### src/rtl/dcg_pkg.sv
package dcg_pkg;
   typedef enum logic [1:0] {
      GM_STOPPED  = 2'd0,
      GM_RUNNING  = 2'd1,
      GM_STEPPING = 2'd2
   } gate_mode_e;

   function automatic logic mode_enables(gate_mode_e m);
      return (m != GM_STOPPED);
   endfunction
endpackage

### src/rtl/dcg_req_sync.sv
module dcg_req_sync #(
   parameter int STAGES = 2
) (
   input  logic clk,
   input  logic rst_n,
   input  logic req_in,
   output logic pulse_out
);
   logic lvl;
   logic prev_q;

   if (STAGES == 0) begin : g_direct
      assign lvl = req_in;
   end else if (STAGES == 1) begin : g_one
      logic s_q;
      always_ff @(posedge clk or negedge rst_n) begin
         if (!rst_n) s_q <= 1'b0;
         else        s_q <= req_in;
      end
      assign lvl = s_q;
   end else begin : g_chain
      logic [STAGES-1:0] chain_q;
      always_ff @(posedge clk or negedge rst_n) begin
         if (!rst_n) chain_q <= '0;
         else        chain_q <= {chain_q[STAGES-2:0], req_in};
      end
      assign lvl = chain_q[STAGES-1];
   end

   always_ff @(posedge clk or negedge rst_n) begin
      if (!rst_n) prev_q <= 1'b0;
      else        prev_q <= lvl;
   end

   assign pulse_out = lvl & ~prev_q;
endmodule

### src/rtl/dcg_cycle_ctr.sv
module dcg_cycle_ctr #(
   parameter int CNT_W = 32
) (
   input  logic             clk,
   input  logic             rst_n,
   input  logic             adv,
   input  logic             cmp_en,
   input  logic [CNT_W-1:0] cmp_value,
   output logic [CNT_W-1:0] count,
   output logic             cmp_hit
);
   logic [CNT_W-1:0] cnt_q;
   logic [CNT_W-1:0] cnt_inc;

   assign cnt_inc = cnt_q + {{(CNT_W-1){1'b0}}, 1'b1};

   always_ff @(posedge clk or negedge rst_n) begin
      if (!rst_n)   cnt_q <= '0;
      else if (adv) cnt_q <= cnt_inc;
   end

   assign cmp_hit = cmp_en & adv & (cnt_inc == cmp_value);
   assign count   = cnt_q;
endmodule

### src/rtl/dcg_gate_fsm.sv
module dcg_gate_fsm
   import dcg_pkg::*;
(
   input  logic       clk,
   input  logic       rst_n,
   input  logic       run_req,
   input  logic       stop_evt,
   input  logic       step_evt,
   output gate_mode_e mode,
   output logic       core_en
);
   gate_mode_e mode_q, mode_d;
   logic       en_q;

   always_comb begin
      mode_d = mode_q;
      unique case (mode_q)
         GM_STOPPED: begin
            if (stop_evt)      mode_d = GM_STOPPED;
            else if (run_req)  mode_d = GM_RUNNING;
            else if (step_evt) mode_d = GM_STEPPING;
         end
         GM_RUNNING: begin
            if (stop_evt) mode_d = GM_STOPPED;
         end
         GM_STEPPING: begin
            if (stop_evt)     mode_d = GM_STOPPED;
            else if (run_req) mode_d = GM_RUNNING;
            else              mode_d = GM_STOPPED;
         end
         default: mode_d = GM_STOPPED;
      endcase
   end

   always_ff @(posedge clk or negedge rst_n) begin
      if (!rst_n) begin
         mode_q <= GM_STOPPED;
         en_q   <= 1'b0;
      end else begin
         mode_q <= mode_d;
         en_q   <= mode_enables(mode_d);
      end
   end

   assign mode    = mode_q;
   assign core_en = en_q;
endmodule

### src/rtl/dcg_ctrl.sv
module dcg_ctrl
   import dcg_pkg::*;
#(
   parameter int CNT_W       = 32,
   parameter int SYNC_STAGES = 2
) (
   input  logic             clk_ref,
   input  logic             rst_n,
   input  logic             run_req,
   input  logic             int_stop,
   input  logic             int_step,
   input  logic             ext_stop_async,
   input  logic             ext_step_async,
   input  logic             cmp_en,
   input  logic [CNT_W-1:0] cmp_value,
   output logic             core_en,
   output logic             halted,
   output logic [CNT_W-1:0] cycle_count
);
   if (CNT_W < 2) begin : g_bad_width
      $error("dcg_ctrl: CNT_W must be at least 2");
   end
   if (SYNC_STAGES < 2) begin : g_bad_sync
      $error("dcg_ctrl: SYNC_STAGES must be at least 2");
   end

   logic       ext_stop_p, ext_step_p, int_step_p;
   logic       cmp_hit, stop_evt, step_evt;
   gate_mode_e mode;

   dcg_req_sync #(.STAGES(SYNC_STAGES)) u_sync_stop (
      .clk(clk_ref), .rst_n(rst_n), .req_in(ext_stop_async), .pulse_out(ext_stop_p));

   dcg_req_sync #(.STAGES(SYNC_STAGES)) u_sync_step (
      .clk(clk_ref), .rst_n(rst_n), .req_in(ext_step_async), .pulse_out(ext_step_p));

   dcg_req_sync #(.STAGES(0)) u_edge_istep (
      .clk(clk_ref), .rst_n(rst_n), .req_in(int_step), .pulse_out(int_step_p));

   dcg_cycle_ctr #(.CNT_W(CNT_W)) u_ctr (
      .clk(clk_ref), .rst_n(rst_n), .adv(core_en), .cmp_en(cmp_en),
      .cmp_value(cmp_value), .count(cycle_count), .cmp_hit(cmp_hit));

   assign stop_evt = int_stop | ext_stop_p | cmp_hit;
   assign step_evt = int_step_p | ext_step_p;

   dcg_gate_fsm u_fsm (
      .clk(clk_ref), .rst_n(rst_n), .run_req(run_req), .stop_evt(stop_evt),
      .step_evt(step_evt), .mode(mode), .core_en(core_en));

   assign halted = (mode != GM_RUNNING);
endmodule

### config.mk
export PLATFORM = sky130hd
export DESIGN_NAME = dcg_ctrl
export DESIGN_NICKNAME = d
export VERILOG_FILES = /design/src/rtl/dcg_pkg.sv /design/src/rtl/dcg_req_sync.sv /design/src/rtl/dcg_cycle_ctr.sv /design/src/rtl/dcg_gate_fsm.sv /design/src/rtl/dcg_ctrl.sv
export SDC_FILE = /design/constraint.sdc
export NUM_CORES = 1
export LEC_CHECK = 0
export ABC_AREA = 1
export BUFFER_PORTS_ARGS = -buffer_cell sky130_fd_sc_hd__buf_4
export CAP_MARGIN = 20
export CORE_UTILIZATION = 49
export DETAILED_ROUTE_END_ITERATION = 10
export GPL_TIMING_DRIVEN = 1
export MAX_ROUTING_LAYER = met4
export PLACE_DENSITY = 0.77
export SETUP_SLACK_MARGIN = 0.1
export SYNTH_ARGS = -nofsm -noshare
export SYNTH_HDL_FRONTEND = slang
export SYNTH_SLANG_ARGS = --single-unit
### constraint.sdc
create_clock -name clk_ref -period 2.05 [get_ports clk_ref]
set_clock_uncertainty 0.1 [all_clocks]
set_input_delay 0.3075 -clock clk_ref [delete_from_list [all_inputs] [get_ports clk_ref]]
set_output_delay 0.3075 -clock clk_ref [all_outputs]
set_load 0.02 [all_outputs]
==> metrics.md, run 1 <==
| Metric | Value |
|---|---|
| Syn avg cell area | `6.13 um2` |
| Leak pwr | `about 2.3 nW` |
| TritonCTS clock tree | `done` |
| Initial antenna violation count | `0` |
| Die Ht | `82.5 um` |
| Critical path's slowest cell | `dfrtp_2` |
| Pin count of the biggest net entering global routing | `43` |
| Clk sinks | `between 40 and 50` |
| # DRC | `0` |
| Synthesized Nets | `around 560` |
| Worst-skew pair later-pin latency | `about 0.30 ns` |
| Minimum clock period | `between 2 and 2.5 ns` |
| Tot GR Track Use | `0.317` |
| Fmax | `approximately 440 MHz` |
| Post-Route WL | `roughly 9900 um` |
| CP startpoint kind | `register` |
| Synth area leader | `dfrtp_1` |
| Layout Utilization | `0.738` |
| CTS H-tree lvls | `2` |
| Vias in the first global route | `about 3700` |
| Starting Density | `0.521` |
| Max Root-Sink Buffers | `2` |
| Die width | `around 82 um` |
| DIE AREA | `roughly 7000 um2` |
| Actual slew at the worst max-slew pin | `around 0.59 ns` |
| Setup ws final | `-0.240 ns` |
| Synth warn | `0` |
| Multi-input gate area | `about 2000 um2` |
| Dpl hpwl | `just under 8000 um` |
| RePlAce Congestion | `~0.9` |
| Global-route wire length before repair | `approximately 16000 um` |
| ANT cells | `0` |
| Worst-path clk slew | `0.09 ns` |
| CP dominant cell by count | `nand2_1` |
| Total core area | `between 6000 and 7000 um2` |
| DRT Pass-1 Iters | `5` |
| Fin. Hold Viols | `0` |
| Register bit total from synthesis | `42` |
| Vias per cell | `between 5 and 6` |
| Endpoints failing setup | `3` |
| Status | `complete, but fails checks` |
| Power Density | `500 nW/um2` |
| CTS buffer count | `5` |
| RSZ-0062 raised after global routing | `true` |
| Reg area | `~1100 um2` |
| Via count | `3755` |
| Top cells by area, synth | `dfrtp_1 33%, nand2_1 25%, nand3_1 8.7%` |
| Antenna-violating nets left | `0` |
| Hold crit path type | `primary input to register` |
| Max VDD drop | `between 700 and 800 uV` |
| WL/cell | `13.5 um` |
| Slowest stage delay, CP | `approximately 0.4 ns` |
| Setup CP Type | `register to register` |
| Layout cells sized above 1 | `0.276` |
| Layout filler cell count | `529` |
| Tcrit/Tclk final | `1.12` |
| Mapped cell area | `3170 um2` |
| Synth top area share | `0.331` |
| GRT Residual Overflow | `0` |
| Area grow syn2layout | `41.7%` |
| # rows | `28` |
| Final nets | `around 700` |
| Worst Path Arrival | `~2.4 ns` |
| Worst-path fanout max | `5` |
| Port buffer count | `73` |
| Failing checks | `setup timing` |
| Fin. max-slew vios | `0` |
| Gate Count Post-Synth | `518` |
| Ports | `74` |
| Crit path cell chain | `ha_4 > nand2_4 > nor2_4 > buf_4 > nand3_4 > buf_4 > xor3_1 > nand2_1 > nor2_2 > nand2_1 > nor2_1 > nand3_2 > nand3_2 > nand2_1` |
| Worst Path Required | `about 2.1 ns` |
| Max Cap Viol | `0` |
| Max_slew headroom | `0.606` |
| Setup tns final | `-0.672 ns` |
| Unique masters post-synth | `25` |
| Number of DRC markers in iteration 0 | `198` |
| Sequential element share of the synthesized area | `0.331` |
| Root buffer cell | `clkbuf_8` |
| Critical path endpoint category | `register` |
-- cell usage after synthesis --
cell type and instances:
a21oi_1 2, and2_0 1, and2_1 2, buf_1 1, clkbuf_1 5, dfrtp_1 42
ha_1 1, inv_1 67, nand2_1 213, nand2_2 3, nand2_4 1, nand3_1 55
nand3_2 1, nand3b_1 11, nor2_1 55, nor2_2 4, nor2_4 6, nor3_1 1
o21ai_0 34, o21ai_1 1, o21bai_1 2, o22ai_1 1, xnor2_1 2, xor2_1 5
xor3_1 2
-- per-stage QoR --
step | hold slack (ns) | power [W] | worst slack, ns | instance area [um2] | cells
after CTS | 0.0140 | 0.00223 | -0.139 | 4390 | 730
after global placement | 0.234 | 0.00164 | -0.151 | 4240 | 717
final | 0.00952 | 0.00225 | -0.240 | 4500 | 735
after floorplan | -0.0881 | 0.00132 | 0.0236 | 3190 | 518
after global routing | 0.0103 | 0.00236 | -0.370 | 4500 | 735
after detailed placement | 0.236 | 0.00165 | -0.195 | 4240 | 717
-- report_power, final --
group          total [W]  switching (W)  internal, W
clock network   0.000570       0.000302     0.000268
registers       0.000940      0.0000541     0.000886
logic           0.000737       0.000398     0.000339
total            0.00225       0.000755      0.00149
-- worst max-delay path, delay by kind of cell, from the launching register on --
family	cells	cell delay (ns)
buf+inv	2	0.33
flops	1	0.41
simple gates	10	0.99
fa+ha+maj	1	0.16
xor+xnor	1	0.17
-- final timing paths --
path,from,to,slack [ns],cells after the start
hold / removal,ext_step_async,u_sync_step.g_chain.chain_q[0]$_DFF_PN0_,0.01,1
hold reg to reg,u_sync_stop.g_chain.chain_q[0]$_DFF_PN0_,u_sync_stop.g_chain.chain_q[1]$_DFF_PN0_,0.26,0
min in group asynchronous,rst_n,u_ctr.count[7]$_DFFE_PN0P_,0.46,2
max in group asynchronous,rst_n,u_ctr.count[1]$_DFFE_PN0P_,0.97,2
setup reg to reg,u_ctr.count[0]$_DFFE_PN0P_,u_fsm.core_en$_DFF_PN0_,-0.24,14
setup / recovery,u_ctr.count[0]$_DFFE_PN0P_,u_fsm.core_en$_DFF_PN0_,-0.24,14
-- metal layers --
layer  vias up  track usage  wire [um]
li1       1890            -          -
met2       143        0.543       4750
met1      1702        0.375       4280
met4         0        0.112        200
met5         -            -          0
met3        20       0.0527        681
-- cell usage in the layout, fill, tap and decap left out, types with 4 or more instances in the layout --
| cell type | Yosys | layout |
|---|---|---|
| buf_4 | 0 | 139 |
| o21ai_0 | 34 | 33 |
| nor2_2 | 4 | 9 |
| nand3_1 | 55 | 51 |
| inv_1 | 67 | 65 |
| nand3_2 | 1 | 4 |
| nor2_4 | 6 | 9 |
| dfrtp_1 | 42 | 39 |
| nand2_1 | 213 | 211 |
| nand3b_1 | 11 | 11 |
| xor2_1 | 5 | 4 |
| nor2_1 | 55 | 47 |
| clkbuf_8 | 0 | 6 |
-- cell families (layout without fill, tap and decap cells) --
kind of cell | after synthesis | after routing | share of synthesized area
DFF | 42 | 42 | 0.331
adders and majority gates | 1 | 1 | 0.00394
AOI/OAI and AO/OA | 40 | 40 | 0.0651
and+or+nand+nor | 353 | 353 | 0.479
xor gates and xnor gates | 9 | 9 | 0.0343
buffers and inverters | 73 | 215 | 0.0864
-- timing repair --
| item | in CTS | in global routing |
|---|---|---|
| hold endpoints to repair | 42 | 0 |
| endpoints found under the setup margin | 3 | 3 |
| gates resized for setup | 6 | 18 |
| pin swaps | 7 | 22 |
| hold buffers | 1 | 0 |
| buffers inserted | 5 | 5 |
-- flip-flops by register name, summed over array words and instances, names as in the netlist --
signal	cells
u_edge_istep.prev_q	1
u_fsm.mode	2
u_ctr.count	32
u_sync_stop.g_chain.chain_q	2
u_fsm.core_en	1
u_sync_step.g_chain.chain_q	2
u_sync_step.prev_q	1
u_sync_stop.prev_q	1
-- layout make-up --
cell class,instances,area share
clock buffer,7,0.0192
tap,75,0.0209
sequential,42,0.235
timing repair buffer,141,0.237
inverter,67,0.0559
multi-input combinational,403,0.433
No activity file was read; power rests on OpenSTA's default activity.
==> run 2, diff against run 1 <==
CORE_UTILIZATION = 50   (was 49)
SYNTH_HIERARCHICAL = 1   (was not set)
==> run 2 against run 1 <==
Effect of this change:
- the run still ends with setup timing left
- first-iteration DRC count grew 62%
- maximum frequency shrank 7.4%
- non-clock buffer count grew 19
- setup slack lost 0.18 ns
- die area grew 6.4%
- clock power grew 3%
- core utilization grew 3.2 points
- sequential power grew 2.3%
- largest power group is now combinational logic
==> metrics.md, run 2 <==
| Metric | Value |
|---|---|
| Critical path's slowest cell | `dfrtp_2` |
| Fin. Hold Viols | `0 (unchanged)` |
| Final instance area | `5000 um2 (+11%)` |
| Minimum clock period | `2.47 ns (+0.184 ns)` |
| Vias per cell | `5.29 (+3.5%)` |
| # rows | `29 (+3.6%)` |
| Logic pwr share | `0.388 (+0.060)` |
| ANT cells | `0 (unchanged)` |
| Setup CP Type | `register to register` |
| Fin. max-slew vios | `0 (unchanged)` |
| Total core area | `6490 um2 (+6.5%)` |
| Port buffer count | `73 (unchanged)` |
| Root buffer cell | `clkbuf_8` |
| DP Worst Slack | `-0.355 ns (-0.160 ns)` |
| Layout cells sized above 1 | `0.323 (+0.0476)` |
| Net Sw Frac | `0.360 (+0.0247)` |
| Endpoints failing setup | `3 (unchanged)` |
| Failing checks | `setup timing` |
| Area grow syn2layout | `44.9%` |
| RePlAce Congestion | `0.939 (+4.2%)` |
| Vias in the first global route | `4133 (+13%)` |
| Pin count of the biggest net entering global routing | `43 (unchanged)` |
| Worst-skew pair later-pin latency | `0.31 ns (about the same)` |
| Setup ws final | `-0.423 ns (-0.184 ns)` |
| Power Density | `507 nW/um2 (+1.4%)` |
| Hold crit path type | `primary input to register` |
| Max_slew headroom | `0.621 (+0.0147)` |
| FF-to-FF path depth | `16 (+2)` |
| CTS buffer count | `5 (unchanged)` |
| GRT Residual Overflow | `0 (unchanged)` |
| WL/cell | `14.2 um (+4.9%)` |
| Max Root-Sink Buffers | `2 (unchanged)` |
| Layout Utilization | `0.770 (+0.0319)` |
| Tot GR Track Use | `0.343 (+0.0253)` |
| Tcrit/Tclk final | `1.21 (+0.0895)` |
| Synth area leader | `dfrtp_1` |
| Top cells by area, synth | `dfrtp_1 30%, nand2_1 22%, nand3_1 13%` |
| DP Area | `4690 um2 (+11%)` |
| Post-Route WL | `11500 um (+16%)` |
| Global-route wire length before repair | `19000 um (+21%)` |
| DP Cell Count | `790 (+10%)` |
| CTS H-tree lvls | `2 (unchanged)` |
| Most common cell after layout, fill and taps aside | `nand2_1` |
| Dpl hpwl | `8770 um (+14%)` |
| Initial antenna violation count | `0 (unchanged)` |
| Crit path cell chain | `ha_4 > nand2_4 > nor2_8 > nand2_4 > nor2_4 > nand3_1 > nand3b_1 > nand2_1 > nor2_1 > nand3_1 > nor3_4 > inv_1 > nand2_1 > inv_2 > nand3_2 > nand2_1` |
| Number of synthesized flops with an enable pin | `0 (unchanged)` |
| Leak pwr | `2.63 nW (+14%)` |
| Worst Path Required | `2.16 ns (+0.03 ns)` |
| Mapped cell area | `3450 um2 (+8.8%)` |
| Die width | `85.1 um (+3.2%)` |
| WP depth | `16 (+2)` |
| Hold slack | `0.152 ns (+0.143 ns)` |
| CP startpoint kind | `register` |
| Gate Count Post-Synth | `570 (+10%)` |
| Unique masters post-synth | `25 (unchanged)` |
| Worst-path fanout max | `5 (unchanged)` |
| Synthesized Nets | `611 (+9.3%)` |
| Synth warn | `6 (+6)` |
| Worst Path Arrival | `2.58 ns (+0.21 ns)` |
| Clk sinks | `42 (unchanged)` |
| CP Buf/Inv Count | `2 (unchanged)` |
| Final nets | `773 (+10%)` |
| Max VDD drop | `862 uV (+17%)` |
| CP dominant cell by count | `nand2_1` |
| Sequential element share of the synthesized area | `0.305 (-0.0267)` |
| Die Ht | `85.1 um (+3.2%)` |
| Fmax | `404 MHz (-7.4%)` |
| Layout filler cell count | `517 (-2.3%)` |
| DRT Pass-1 Iters | `5 (unchanged)` |
| Status | `complete, but fails checks` |
| Antenna-violating nets left | `0 (unchanged)` |
| Slowest stage delay, CP | `0.42 ns (about the same)` |
| Critical path endpoint category | `register` |
| Net Sw Power | `0.000914 W (+21%)` |
| Async SR Flop Fraction | `1.00 (unchanged)` |
| TritonCTS clock tree | `done` |
| Final std cells w/o fill | `810 (+10%)` |
| DIE AREA | `7240 um2 (+6.4%)` |
| Clock share of power | `0.232 (-0.022)` |
| # DRC | `0 (unchanged)` |
| Actual slew at the worst max-slew pin | `0.569 ns (-0.0221 ns)` |
| Number of DRC markers in iteration 0 | `321 (+62%)` |
| Hold depth | `4 (+3)` |
| Most frequent cell after synthesis | `nand2_1` |
| Most frequent cells in the layout | `190 x nand2_1, 154 x buf_4, 87 x inv_1, 83 x nand3_1, 54 x nor2_1` |
| Number of flip-flops in the largest register | `32 (unchanged)` |
| Int Power | `0.00162 W (+8.6%)` |
| Syn avg cell area | `6.05 um2 (-1.2%)` |
| Starting Density | `0.531 (+0.0108)` |
| Top Family by Delay on Critical Path | `simple AND/OR/NAND/NOR gates` |
| Commonest cells in the netlist | `203 x nand2_1, 90 x nand3_1, 88 x inv_1` |
| Worst-path clk slew | `0.09 ns (about the same)` |
| Ports | `74 (unchanged)` |
| Via count | `4281 (+14%)` |
| RSZ-0062 raised after global routing | `true` |
| Synth top area share | `0.305 (-0.0267)` |
| Register bit total from synthesis | `42 (unchanged)` |
| Reg power frac | `0.380 (-0.038)` |
| Max Cap Viol | `0 (unchanged)` |
| Main flop type after synthesis | `dfrtp_1` |
## run 2: kinds of logic after synthesis
group,Yosys count,synth area share
compound gates,33,0.0479
xor+xnor,1,0.00254
fa+ha+maj,1,0.00363
buf+inv,96,0.104
flops,42,0.305
simple gates,397,0.537
## run 2: area by class of cell
type	count	area, um2	area share
clock buffers	5	68.8	0.0138
multi-input cells	433	2190	0.438
well taps	77	96.3	0.0193
inverters	90	338	0.0676
clock inverters	3	23.8	0.00476
flip-flops and latches	42	1070	0.213
repair buffers	160	1220	0.244
## run 2: power groups by stage
| stage | sequential, W | combinational, W | clock, W |
|---|---|---|---|
| floorplan | 0.00106 | 0.000367 | 0 |
| global placement | 0.000978 | 0.000911 | 0 |
| detailed placement | 0.000981 | 0.000921 | 0 |
| CTS | 0.000964 | 0.000973 | 0.000609 |
| global route | 0.000967 | 0.00108 | 0.000628 |
| finish | 0.000962 | 0.000984 | 0.000588 |
## run 2: final timing paths
path | startpoint | end | slack, ns
min in group asynchronous | rst_n | u_edge_istep/prev_q$_DFF_PN0_ | 0.42
min reg2reg | u_sync_step/g_chain.chain_q[0]$_DFF_PN0_ | u_sync_step/g_chain.chain_q[1]$_DFF_PN0_ | 0.26
max | u_ctr/count[0]$_DFFE_PN0P_ | u_fsm/core_en$_DFF_PN0_ | -0.42
max in group asynchronous | rst_n | u_ctr/count[24]$_DFFE_PN0P_ | 0.99
min | run_req | u_fsm/mode[1]$_DFF_PN0_ | 0.15
max reg2reg | u_ctr/count[0]$_DFFE_PN0P_ | u_fsm/core_en$_DFF_PN0_ | -0.42
## run 2: metal layers
metal  vias to the layer above  global-route usage  routed length [um]
met4                         0               0.119                 233
met2                       202               0.570                5450
met5                         -                   -                   0
met3                        30              0.0584                 919
li1                       2105                   -                   -
met1                      1944               0.421                4870
## run 2: timing repair
action                     in CTS  in global routing
buffers inserted               11                  2
gates resized for setup        10                 23
gates cloned                    1                  0
setup endpoints to repair       3                  4
hold buffers                    4                  0
pin swaps                      18                 21
hold endpoints to repair       45                  0
## run 2: through the flow
| stage | TNS, ns | power, W |
|---|---|---|
| floorplan | -0.159 | 0.00142 |
| global placement | -0.815 | 0.00189 |
| detailed placement | -1.01 | 0.00190 |
| CTS | -1.29 | 0.00255 |
| global route | -1.65 | 0.00268 |
| finish | -1.23 | 0.00253 |
## run 2: worst reg2reg max path, delay by kind of cell, from the launching register on
kind                       cells  cell delay [ns]
buffers and inverters          2             0.11
and+or+nand+nor               13             1.58
adders and majority gates      1             0.17
DFF                            1             0.42
==> run 3, diff against run 2 <==
CORE_MARGIN = 5   (was not set)
CORE_UTILIZATION = 56   (was 50)
PLACE_DENSITY = 0.82   (was 0.77)
clock period = 2.82 ns   (was 2.05 ns; I/O delays follow)
==> run 3 against run 2 <==
Effect of this change:
- the run now ends clean
- via count is 7.8% lower
- non-clock buffer count is 78 lower
- count of clock-buffer cells in the layout stayed put
- maximum frequency is 0.38% higher
- power is 35% lower
- combinational power is 48% lower
- global-route usage is 5.2 points lower
- final cell count is 9.9% lower
- setup slack better by 0.78 ns
- largest cell class unchanged
==> metrics.md, run 3 (synthesized netlist as in run 2, its figures left out) <==
| Metric | Value |
|---|---|
| Status | `finished clean` |
| CTS buffer count | `5 (unchanged)` |
| Worst-path clk slew | `0.10 ns (about the same)` |
| Vias in the first global route | `3831 (-7.3%)` |
| Root buffer cell | `clkbuf_8` |
| Total power | `0.00164 W (-35%)` |
| Worst-path fanout max | `6 (+1)` |
| RSZ-0062 raised after global routing | `false` |
| Total core area | `5960 um2 (-8.3%)` |
| Global-route wire length before repair | `17200 um (-9.5%)` |
| # rows | `28 (-3.4%)` |
| Max VDD drop | `431 uV (-50%)` |
| Reg power frac | `0.431 (+0.051)` |
| Most frequent cells in the layout | `203 x nand2_1, 89 x nand3_1, 88 x inv_1, 82 x buf_4, 57 x nor2_1` |
| Reg2reg setup slack | `0.36 ns (+0.78 ns)` |
| Power Density | `386 nW/um2 (-24%)` |
| Max Root-Sink Buffers | `2 (unchanged)` |
| # DRC | `0 (unchanged)` |
| CTS H-tree lvls | `2 (unchanged)` |
| Worst Path Required | `2.93 ns (+0.77 ns)` |
| Critical path endpoint category | `register` |
| CP startpoint kind | `register` |
| Endpoints failing setup | `0 (-3)` |
| Worst-skew pair later-pin latency | `0.31 ns (about the same)` |
| Via count | `3949 (-7.8%)` |
| Minimum clock period | `2.46 ns (-0.00946 ns)` |
| Ports | `74 (unchanged)` |
| Vias per cell | `5.41 (+2.4%)` |
| Number of DRC markers in iteration 0 | `267 (-17%)` |
| Antenna-violating nets left | `0 (unchanged)` |
| Setup CP Type | `register to register` |
| Layout Utilization | `0.715 (-0.0549)` |
| Die width | `88.5 um (+4.0%)` |
| GRT Residual Overflow | `0 (unchanged)` |
| Layout cells sized above 1 | `0.200 (-0.123)` |
| Fin. max-slew vios | `0 (unchanged)` |
| Clk sinks | `42 (unchanged)` |
| Net Sw Power | `0.000615 W (-33%)` |
| Max Cap Viol | `0 (unchanged)` |
| Dpl hpwl | `8300 um (-5.3%)` |
| Clock share of power | `0.259 (+0.027)` |
| Int Power | `0.00103 W (-37%)` |
| DIE AREA | `7830 um2 (+8.2%)` |
| DRT Pass-1 Iters | `6 (+1)` |
| Die Ht | `88.5 um (+4.0%)` |
| Post-CTS Hold Buffers | `0 (-4)` |
| Pin count of the biggest net entering global routing | `43 (unchanged)` |
| Number of flip-flops in the largest register | `32 (unchanged)` |
| WL/cell | `14.6 um (+3.5%)` |
| Leak pwr | `2.22 nW (-16%)` |
| Fmax | `406 MHz (+0.38%)` |
| TritonCTS clock tree | `done` |
| Max_slew headroom | `0.609 (-0.0116)` |
| Logic pwr share | `0.310 (-0.078)` |
| Final nets | `695 (-10%)` |
| Hold crit path type | `primary input to async pin` |
| ANT cells | `0 (unchanged)` |
| Reg2Reg Launch Point | `u_ctr/count[1]$_DFFE_PN0P_` |
| Port buffer count | `73 (unchanged)` |
| Starting Density | `0.579 (+0.0481)` |
| Net Sw Frac | `0.375 (+0.0145)` |
| Area grow syn2layout | `23.4%` |
| Setup tns final | `0 ns (+1.23 ns)` |
| FF-to-FF path depth | `17 (+1)` |
| Fin. Hold Viols | `0 (unchanged)` |
| Actual slew at the worst max-slew pin | `0.586 ns (+0.0174 ns)` |
| Tcrit/Tclk final | `0.874 (-0.333)` |
| Tot GR Track Use | `0.291 (-0.0520)` |
| Post-Route WL | `10700 um (-6.8%)` |
| Initial antenna violation count | `0 (unchanged)` |
| Most common cell after layout, fill and taps aside | `nand2_1` |
| RePlAce Congestion | `0.933 (-0.54%)` |
| Reg-to-Reg End | `u_fsm/core_en$_DFF_PN0_` |
| Worst Path Arrival | `2.57 ns (about the same)` |
==> run 3: cell types whose count changed in the layout (fill, tap and decap cells not counted), sizes merged <==
| cell | delta |
|---|---|
| buf | -74 |
| dlygate4sd3 | -4 |
==> run 3: worst max-delay path by stage <==
stage | from | to | slack, ns
2_1_floorplan | u_ctr/count[0]$_DFFE_PN0P_ | u_fsm/core_en$_DFF_PN0_ | 0.50
3_3_place_gp | u_ctr/count[0]$_DFFE_PN0P_ | u_fsm/core_en$_DFF_PN0_ | 0.29
3_5_place_dp | u_ctr/count[0]$_DFFE_PN0P_ | u_fsm/core_en$_DFF_PN0_ | 0.25
4_1_cts | u_ctr/count[0]$_DFFE_PN0P_ | u_fsm/core_en$_DFF_PN0_ | 0.23
5_1_grt | u_ctr/count[1]$_DFFE_PN0P_ | u_fsm/core_en$_DFF_PN0_ | 0.1
6_report | u_ctr/count[1]$_DFFE_PN0P_ | u_fsm/core_en$_DFF_PN0_ | 0.36
==> run 3: area by class of cell <==
class,count,area [um2]
timing repair buffer,82,616
sequential,42,1060
clock buffer,5,68.8
inverter,90,338
multi-input combinational,433,2060
fill,534,1700
tap,75,93.8
clock inverter,3,23.8
==> run 3: critical path, cell delays in order (launching register included) <==
cell and delay (ns):
dfrtp_2 0.41, ha_2 0.22, nand2_2 0.12, nor2_8 0.20
nand2_4 0.12, nor2_8 0.15, buf_4 0.13, nand3_1 0.06
nand3_1 0.10, nand2_1 0.05, nor2_1 0.09, nand3_1 0.13
nor3_2 0.17, inv_1 0.06, nand2_1 0.07, inv_2 0.04
nand3_1 0.09, nand2_1 0.06
==> run 3: per-layer routing <==
metal | share of wire | global-route usage | vias to the layer above | wire length, um
li1 | - | - | 1945 | -
met1 | 0.42 | 0.357 | 1810 | 4480
met2 | 0.49 | 0.496 | 166 | 5240
met3 | 0.064 | 0.0354 | 28 | 679
met4 | 0.027 | 0.0962 | 0 | 293
met5 | 0 | - | - | 0
==> run 3: per-stage QoR <==
stage               hold slack [ns]  area (um2)  cells  setup WS (ns)
CTS                          0.0312        4190    724          0.234
floorplan                    0.0274        3450    570          0.499
global placement              0.234        4100    716          0.290
detailed placement            0.236        4100    716          0.250
global route                 0.0426        4260    730         0.0992
finish                      0.00549        4260    730          0.356
==> run 3: power by group through the flow <==
stage	registers [W]	logic [W]	clock network [W]
6_report	0.000707	0.000509	0.000425
5_1_grt	0.000718	0.000556	0.000455
4_1_cts	0.000707	0.000477	0.000425
3_5_place_dp	0.000719	0.000474	0
3_3_place_gp	0.000717	0.000462	0
2_1_floorplan	0.000753	0.000249	0
==> run 3: repair_timing <==
item / in CTS / in global routing
endpoints found under the setup margin: 0 / 3
gates resized for setup: 0 / 7
buffers inserted: 0 / 5
endpoints found under the hold margin: 0 / 0
